## src/rtl/wwd_pkg.sv

```systemverilog
package wwd_pkg;
  localparam logic [7:0] CMD_ARM      = 8'h5A;
  localparam logic [7:0] CMD_COMPLETE = 8'hA5;

  localparam int REG_CMD   = 0;
  localparam int REG_FLAGS = 1;

  // positions inside the 4-bit error vector
  localparam int E_EXPIRED = 0;
  localparam int E_EARLY   = 1;
  localparam int E_BADCMP  = 2;
  localparam int E_BADARM  = 3;
  localparam int N_ERR     = 4;

  // flag register bit positions
  localparam int F_CMP_RDY = 0;
  localparam int F_ARM_RDY = 1;
  localparam int F_SUMMARY = 3;

  typedef enum logic {
    PH_WAIT_ARM = 1'b0,
    PH_WAIT_CMP = 1'b1
  } phase_e;
endpackage

```

## src/rtl/wwd_counter.sv

```systemverilog
module wwd_counter #(
  parameter int CNT_W = 16,
  parameter int LOAD  = 1000,
  parameter int WIN   = 250
) (
  input  logic             clk,
  input  logic             rst_n,
  input  logic             reload,
  output logic [CNT_W-1:0] cnt,
  output logic             expire,
  output logic             win_open
);
  localparam logic [CNT_W-1:0] LOAD_V = LOAD[CNT_W-1:0];
  localparam logic [CNT_W-1:0] WIN_V  = WIN[CNT_W-1:0];

  logic [CNT_W-1:0] cnt_q;
  logic             at_zero;

  assign at_zero  = (cnt_q == '0);
  assign expire   = at_zero && !reload;
  assign win_open = (cnt_q < WIN_V);
  assign cnt      = cnt_q;

  always_ff @(posedge clk or negedge rst_n) begin
    if (!rst_n) begin
      cnt_q <= LOAD_V;
    end else if (reload || at_zero) begin
      cnt_q <= LOAD_V;
    end else begin
      cnt_q <= cnt_q - 1'b1;
    end
  end
endmodule

```

## src/rtl/wwd_sequencer.sv

```systemverilog
module wwd_sequencer
  import wwd_pkg::*;
(
  input  logic              clk,
  input  logic              rst_n,
  input  logic              cmd_valid,
  input  logic [7:0]        cmd_data,
  input  logic              win_open,
  input  logic              expire,
  output phase_e            phase,
  output logic              reload,
  output logic [N_ERR-1:0]  err_ev
);
  phase_e phase_q, phase_d;

  always_comb begin
    phase_d = phase_q;
    reload  = 1'b0;
    err_ev  = '0;
    if (cmd_valid) begin
      unique case (phase_q)
        PH_WAIT_ARM: begin
          if (cmd_data == CMD_ARM) phase_d = PH_WAIT_CMP;
          else                     err_ev[E_BADARM] = 1'b1;
        end
        PH_WAIT_CMP: begin
          phase_d = PH_WAIT_ARM;
          if (cmd_data != CMD_COMPLETE) err_ev[E_BADCMP] = 1'b1;
          else if (win_open)            reload = 1'b1;
          else                          err_ev[E_EARLY] = 1'b1;
        end
        default: phase_d = PH_WAIT_ARM;
      endcase
    end
    if (expire) begin
      err_ev[E_EXPIRED] = 1'b1;
      phase_d           = PH_WAIT_ARM;
    end
  end

  always_ff @(posedge clk or negedge rst_n) begin
    if (!rst_n) phase_q <= PH_WAIT_ARM;
    else        phase_q <= phase_d;
  end

  assign phase = phase_q;
endmodule

```

## src/rtl/wwd_flags.sv

```systemverilog
module wwd_flags
  import wwd_pkg::*;
(
  input  logic             clk,
  input  logic             rst_n,
  input  logic [N_ERR-1:0] err_ev,
  input  logic             w1c,
  output logic [N_ERR-1:0] err,
  output logic             summary
);
  logic [N_ERR-1:0] err_q;
  logic             sum_q;
  logic [N_ERR-1:0] err_keep;
  logic             sum_keep;

  assign err_keep = w1c ? '0   : err_q;
  assign sum_keep = w1c ? 1'b0 : sum_q;

  always_ff @(posedge clk or negedge rst_n) begin
    if (!rst_n) begin
      err_q <= '0;
      sum_q <= 1'b0;
    end else begin
      err_q <= err_keep | err_ev;
      sum_q <= sum_keep | (|err_ev);
    end
  end

  assign err     = err_q;
  assign summary = sum_q;
endmodule

```

## src/rtl/win_watchdog.sv

```systemverilog
module win_watchdog
  import wwd_pkg::*;
#(
  parameter int CNT_W  = 16,
  parameter int LOAD   = 1000,
  parameter int WIN    = 250,
  parameter int ADDR_W = 2
) (
  input  logic              clk,
  input  logic              rst_n,
  input  logic              bus_wr,
  input  logic [ADDR_W-1:0] bus_addr,
  input  logic [7:0]        bus_wdata,
  output logic [7:0]        bus_rdata,
  output logic              irq
);
  localparam logic [ADDR_W-1:0] A_CMD   = ADDR_W'(REG_CMD);
  localparam logic [ADDR_W-1:0] A_FLAGS = ADDR_W'(REG_FLAGS);

  logic             cmd_valid;
  logic             w1c;
  logic             reload;
  logic             expire;
  logic             win_open;
  logic [CNT_W-1:0] cnt_q;
  phase_e           phase;
  logic [N_ERR-1:0] err_ev;
  logic [N_ERR-1:0] err;
  logic             summary;
  logic             arm_rdy;
  logic             cmp_rdy;
  logic [7:0]       flag_byte;

  assign cmd_valid = bus_wr && (bus_addr == A_CMD);
  assign w1c       = bus_wr && (bus_addr == A_FLAGS) && bus_wdata[F_SUMMARY];

  wwd_counter #(.CNT_W(CNT_W), .LOAD(LOAD), .WIN(WIN)) u_cnt (
    .clk      (clk),
    .rst_n    (rst_n),
    .reload   (reload),
    .cnt      (cnt_q),
    .expire   (expire),
    .win_open (win_open)
  );

  wwd_sequencer u_seq (
    .clk       (clk),
    .rst_n     (rst_n),
    .cmd_valid (cmd_valid),
    .cmd_data  (bus_wdata),
    .win_open  (win_open),
    .expire    (expire),
    .phase     (phase),
    .reload    (reload),
    .err_ev    (err_ev)
  );

  wwd_flags u_flg (
    .clk     (clk),
    .rst_n   (rst_n),
    .err_ev  (err_ev),
    .w1c     (w1c),
    .err     (err),
    .summary (summary)
  );

  assign arm_rdy   = (phase == PH_WAIT_ARM);
  assign cmp_rdy   = (phase == PH_WAIT_CMP) && win_open;
  assign flag_byte = {err[E_BADARM], err[E_BADCMP], err[E_EARLY], err[E_EXPIRED],
                      summary, 1'b0, arm_rdy, cmp_rdy};

  always_comb begin
    if (bus_addr == A_FLAGS) bus_rdata = flag_byte;
    else                     bus_rdata = 8'h00;
  end

  assign irq = summary;
endmodule

```

## config.mk

```make
export PLATFORM = sky130hd
export DESIGN_NAME = win_watchdog
export DESIGN_NICKNAME = d
export VERILOG_FILES = /design/src/rtl/wwd_pkg.sv /design/src/rtl/wwd_counter.sv /design/src/rtl/wwd_sequencer.sv /design/src/rtl/wwd_flags.sv /design/src/rtl/win_watchdog.sv
export SDC_FILE = /design/constraint.sdc
export NUM_CORES = 1
export LEC_CHECK = 0
export BUFFER_PORTS_ARGS = -buffer_cell sky130_fd_sc_hd__buf_4
export CAP_MARGIN = 20
export CORE_MARGIN = 5
export CORE_UTILIZATION = 44
export CTS_BUF_LIST = sky130_fd_sc_hd__clkbuf_2
export DETAILED_ROUTE_END_ITERATION = 7
export PLACE_DENSITY = 0.63
export SYNTH_ARGS = -nofsm -noshare
export SYNTH_HDL_FRONTEND = slang
export SYNTH_SLANG_ARGS = --single-unit
```

## constraint.sdc

```tcl
create_clock -name clk -period 3.6 [get_ports clk]
set_clock_uncertainty 0.15 [all_clocks]
set_input_delay 0.36 -clock clk [delete_from_list [all_inputs] [get_ports clk]]
set_output_delay 0.36 -clock clk [all_outputs]
set_load 0.01 [all_outputs]
```

==> results.cfg <==
[worst_setup_path]
max_stage_delay_ns = 0.64
critPathKind = reg2reg
end_kind = register
start_kind = register
slowest_stage = nor2_1
cp.required_ns = 3.73
startpoint = u_cnt.cnt[0]
reg2reg_slack_ns = 0.93
cp_max_fo = 11
worstPathArrival_ns = 2.80
path_cells = inv_1, ha_1, nor3b_1, nand2_1, nor2_1, or4_1
crit-reg2reg-launch = u_cnt.cnt[0]

[placed_design]
gp_congestion = 0.850
io_buffers = 20
dp_hpwl_um = 2020

[pwr]
p_leak_nw = 0.543
internal_power_mw = 0.303
vdd_drop_max_v = 0.000248
seqPwrFrac = 0.640
switching_power_mw = 0.0955
powerDensity_nw_per_um2 = 278
switching_share = 0.240
clockPowerShare = 0.262
combPwrFrac = 0.098

[yosys]
synth_cell_types = 37
yosysWarnings = 0
postSynthAreaPerCell_um2 = 9.97
ys_ff_latch = 22
ys_seq_area_frac = 0.451
mappedNetlistNets = 138
syn_inst = 124
syn-cell-area_um2 = 1240

[routing]
drc = 0
dr.first_iter.drc_count = 30
num_vias = 1013
ant_nets = 0
totalWireLength_um = 2610
wl_per_cell_um = 14.7
vias_per_cell = 5.72
drt_pass1_iterations = 4

[global_route]
grt_max_degree = 23
grt_pass1_vias = 1015
antenna_found_initial = 0
grt_pass1_wl_um = 4490
grtUsageTotal = 0.140
grt_overflow = 0

[run]
drv_cap = 0

[die]
ios = 22
dieHeight_um = 63.0
die_width_um = 63.0
dieArea_um2 = 3970
fp.coreArea_um2 = 2730
core.rowCount = 19
initial_utilization = 0.452

[finish]
fin_util = 0.524
areaGrowthSynthToFinish_pct = 15.9
layout_commonest_cell = buf_4
n_antenna_cell = 0
fill_cells = 256
drive_gt1_frac = 0.253
finalNetCount = 161
final_cell_mix = 20 x buf_4, 16 x dfrtp_1, 12 x nor3_1

[clocking]
cts_root_buffer = clkbuf_2
cts_tree = done
clock-sinks = 22
cts_setup_buffers = 0
worst_skew_pair.late_latency_ns = 0.33
clock_path_buffers = 2
h-tree-depth = 1
cts_resized = 0
cts_buffers = 3
path_clk_slew_ns = 0.21

[timing]
period_needed_ns = 2.67
fin_tns_setup_ns = 0
timing.final.crit_share = 0.741
hold_viol_final = 0
rsz0062_at_grt = false
setup_violations = 0
slew_violations = 0
worstMarginPinSlew_ns = 0.845
slew_headroom = 0.434
fmax_mhz = 375

[min_path]
worstHoldStart = bus_wdata[2]
hold_class = in2reg

[outcome]
status = finished clean
[cell type report]
cell class | instances | area (um2) | area share
Multi-Input combinational cell | 95 | 641 | 0.447
Sequential cell | 22 | 558 | 0.390
Timing Repair Buffer | 21 | 160 | 0.112
Tap cell | 31 | 38.8 | 0.0271
Clock buffer | 4 | 20.0 | 0.0140
Inverter | 4 | 15.0 | 0.0105
[final timing paths]
| kind | to | depth (start not counted) |
|---|---|---|
| worst max register to register | u_cnt.cnt[3] | 6 |
| worst max-delay path | u_cnt.cnt[3] | 6 |
| min in group asynchronous | u_cnt.cnt[14] | 2 |
| max in group asynchronous | u_cnt.cnt[6] | 2 |
| worst min-delay path | u_seq.phase | 4 |
| worst min register to register | u_flg.err[2] | 1 |
[routing by layer]
metal  track usage  vias up  share of wire
met1         0.177      493           0.46
met4        0.0637        0          0.013
met2         0.227       17           0.49
met5             0        -              0
met3        0.0288        4          0.033
li1              -      499              -
[metrics by stage]
step / hold slack (ns) / area [um2] / setup slack, ns / power, mW / cells
finish: 0.184 / 1430 / 0.934 / 0.398 / 177
CTS: 0.157 / 1430 / 0.953 / 0.406 / 177
global route: 0.157 / 1430 / 0.718 / 0.422 / 177
global placement: 0.115 / 1400 / 1.11 / 0.296 / 172
floorplan: -0.0856 / 1240 / 1.68 / 0.273 / 124
detailed placement: 0.117 / 1400 / 0.994 / 0.298 / 172
[cells by family after synthesis]
logic type,synth area share
AND/OR/NAND/NOR,0.346
flip-flops,0.451
AO/OA/AOI/OAI,0.0951
XOR/XNOR,0.0638
buffers and inverters,0.0304
adder cells (fa/ha/maj),0.0101
other,0.00303
[worst max-delay path: cells and delay by family (launching register included)]
| kind | cells | cell delay (ns) |
|---|---|---|
| AND/OR/NAND/NOR | 4 | 1.71 |
| flip-flops | 1 | 0.48 |
| adder cells (fa/ha/maj) | 1 | 0.21 |
| buffers and inverters | 1 | 0.08 |
[state kept, by name (all words and copies together) (netlist names)]
signal	flops
u_cnt.cnt	16
u_flg.err	4
u_flg.summary	1
u_seq.phase	1
[power by group through the flow]
stage               Sequential, mW  Clock [mW]  Combinational [mW]
global placement             0.259           0              0.0376
detailed placement           0.259           0              0.0388
finish                       0.255       0.105              0.0390
CTS                          0.255       0.111              0.0398
floorplan                    0.259           0              0.0137
global route                 0.256       0.123              0.0433
[synth_stat cells (all sizes together)]
cell	count	area, um2
conb	1	3.75
o21ai	6	30.0
dfstp	6	158
a21oi	1	5.00
nand3	8	40.0
nand2	9	36.3
xor2	6	52.6
xnor2	3	26.3
and2	6	37.5
o31a	1	8.76
nand4	6	37.5
o21bai	1	7.51
a211oi	4	35.0
or2	1	6.26
nor2	5	18.8
o41ai	1	8.76
ha	1	12.5
nor4	4	61.3
nor2b	1	6.26
nand3b	2	15.0
inv	4	15.0
o211ai	1	7.51
or3b	2	17.5
dfrtp	16	400
or4	1	7.51
nor3	13	70.1
nor3b	2	15.0
or3	3	18.8
buf	3	22.5
a21o	2	15.0
nor4bb	4	40.0
[what timing repair did]
action / in CTS / in global routing
setup endpoints to repair: 0 / 0
endpoints found under the hold margin: 22 / 0
hold buffers: 1 / 0
No activity file was read; power rests on OpenSTA's default activity.
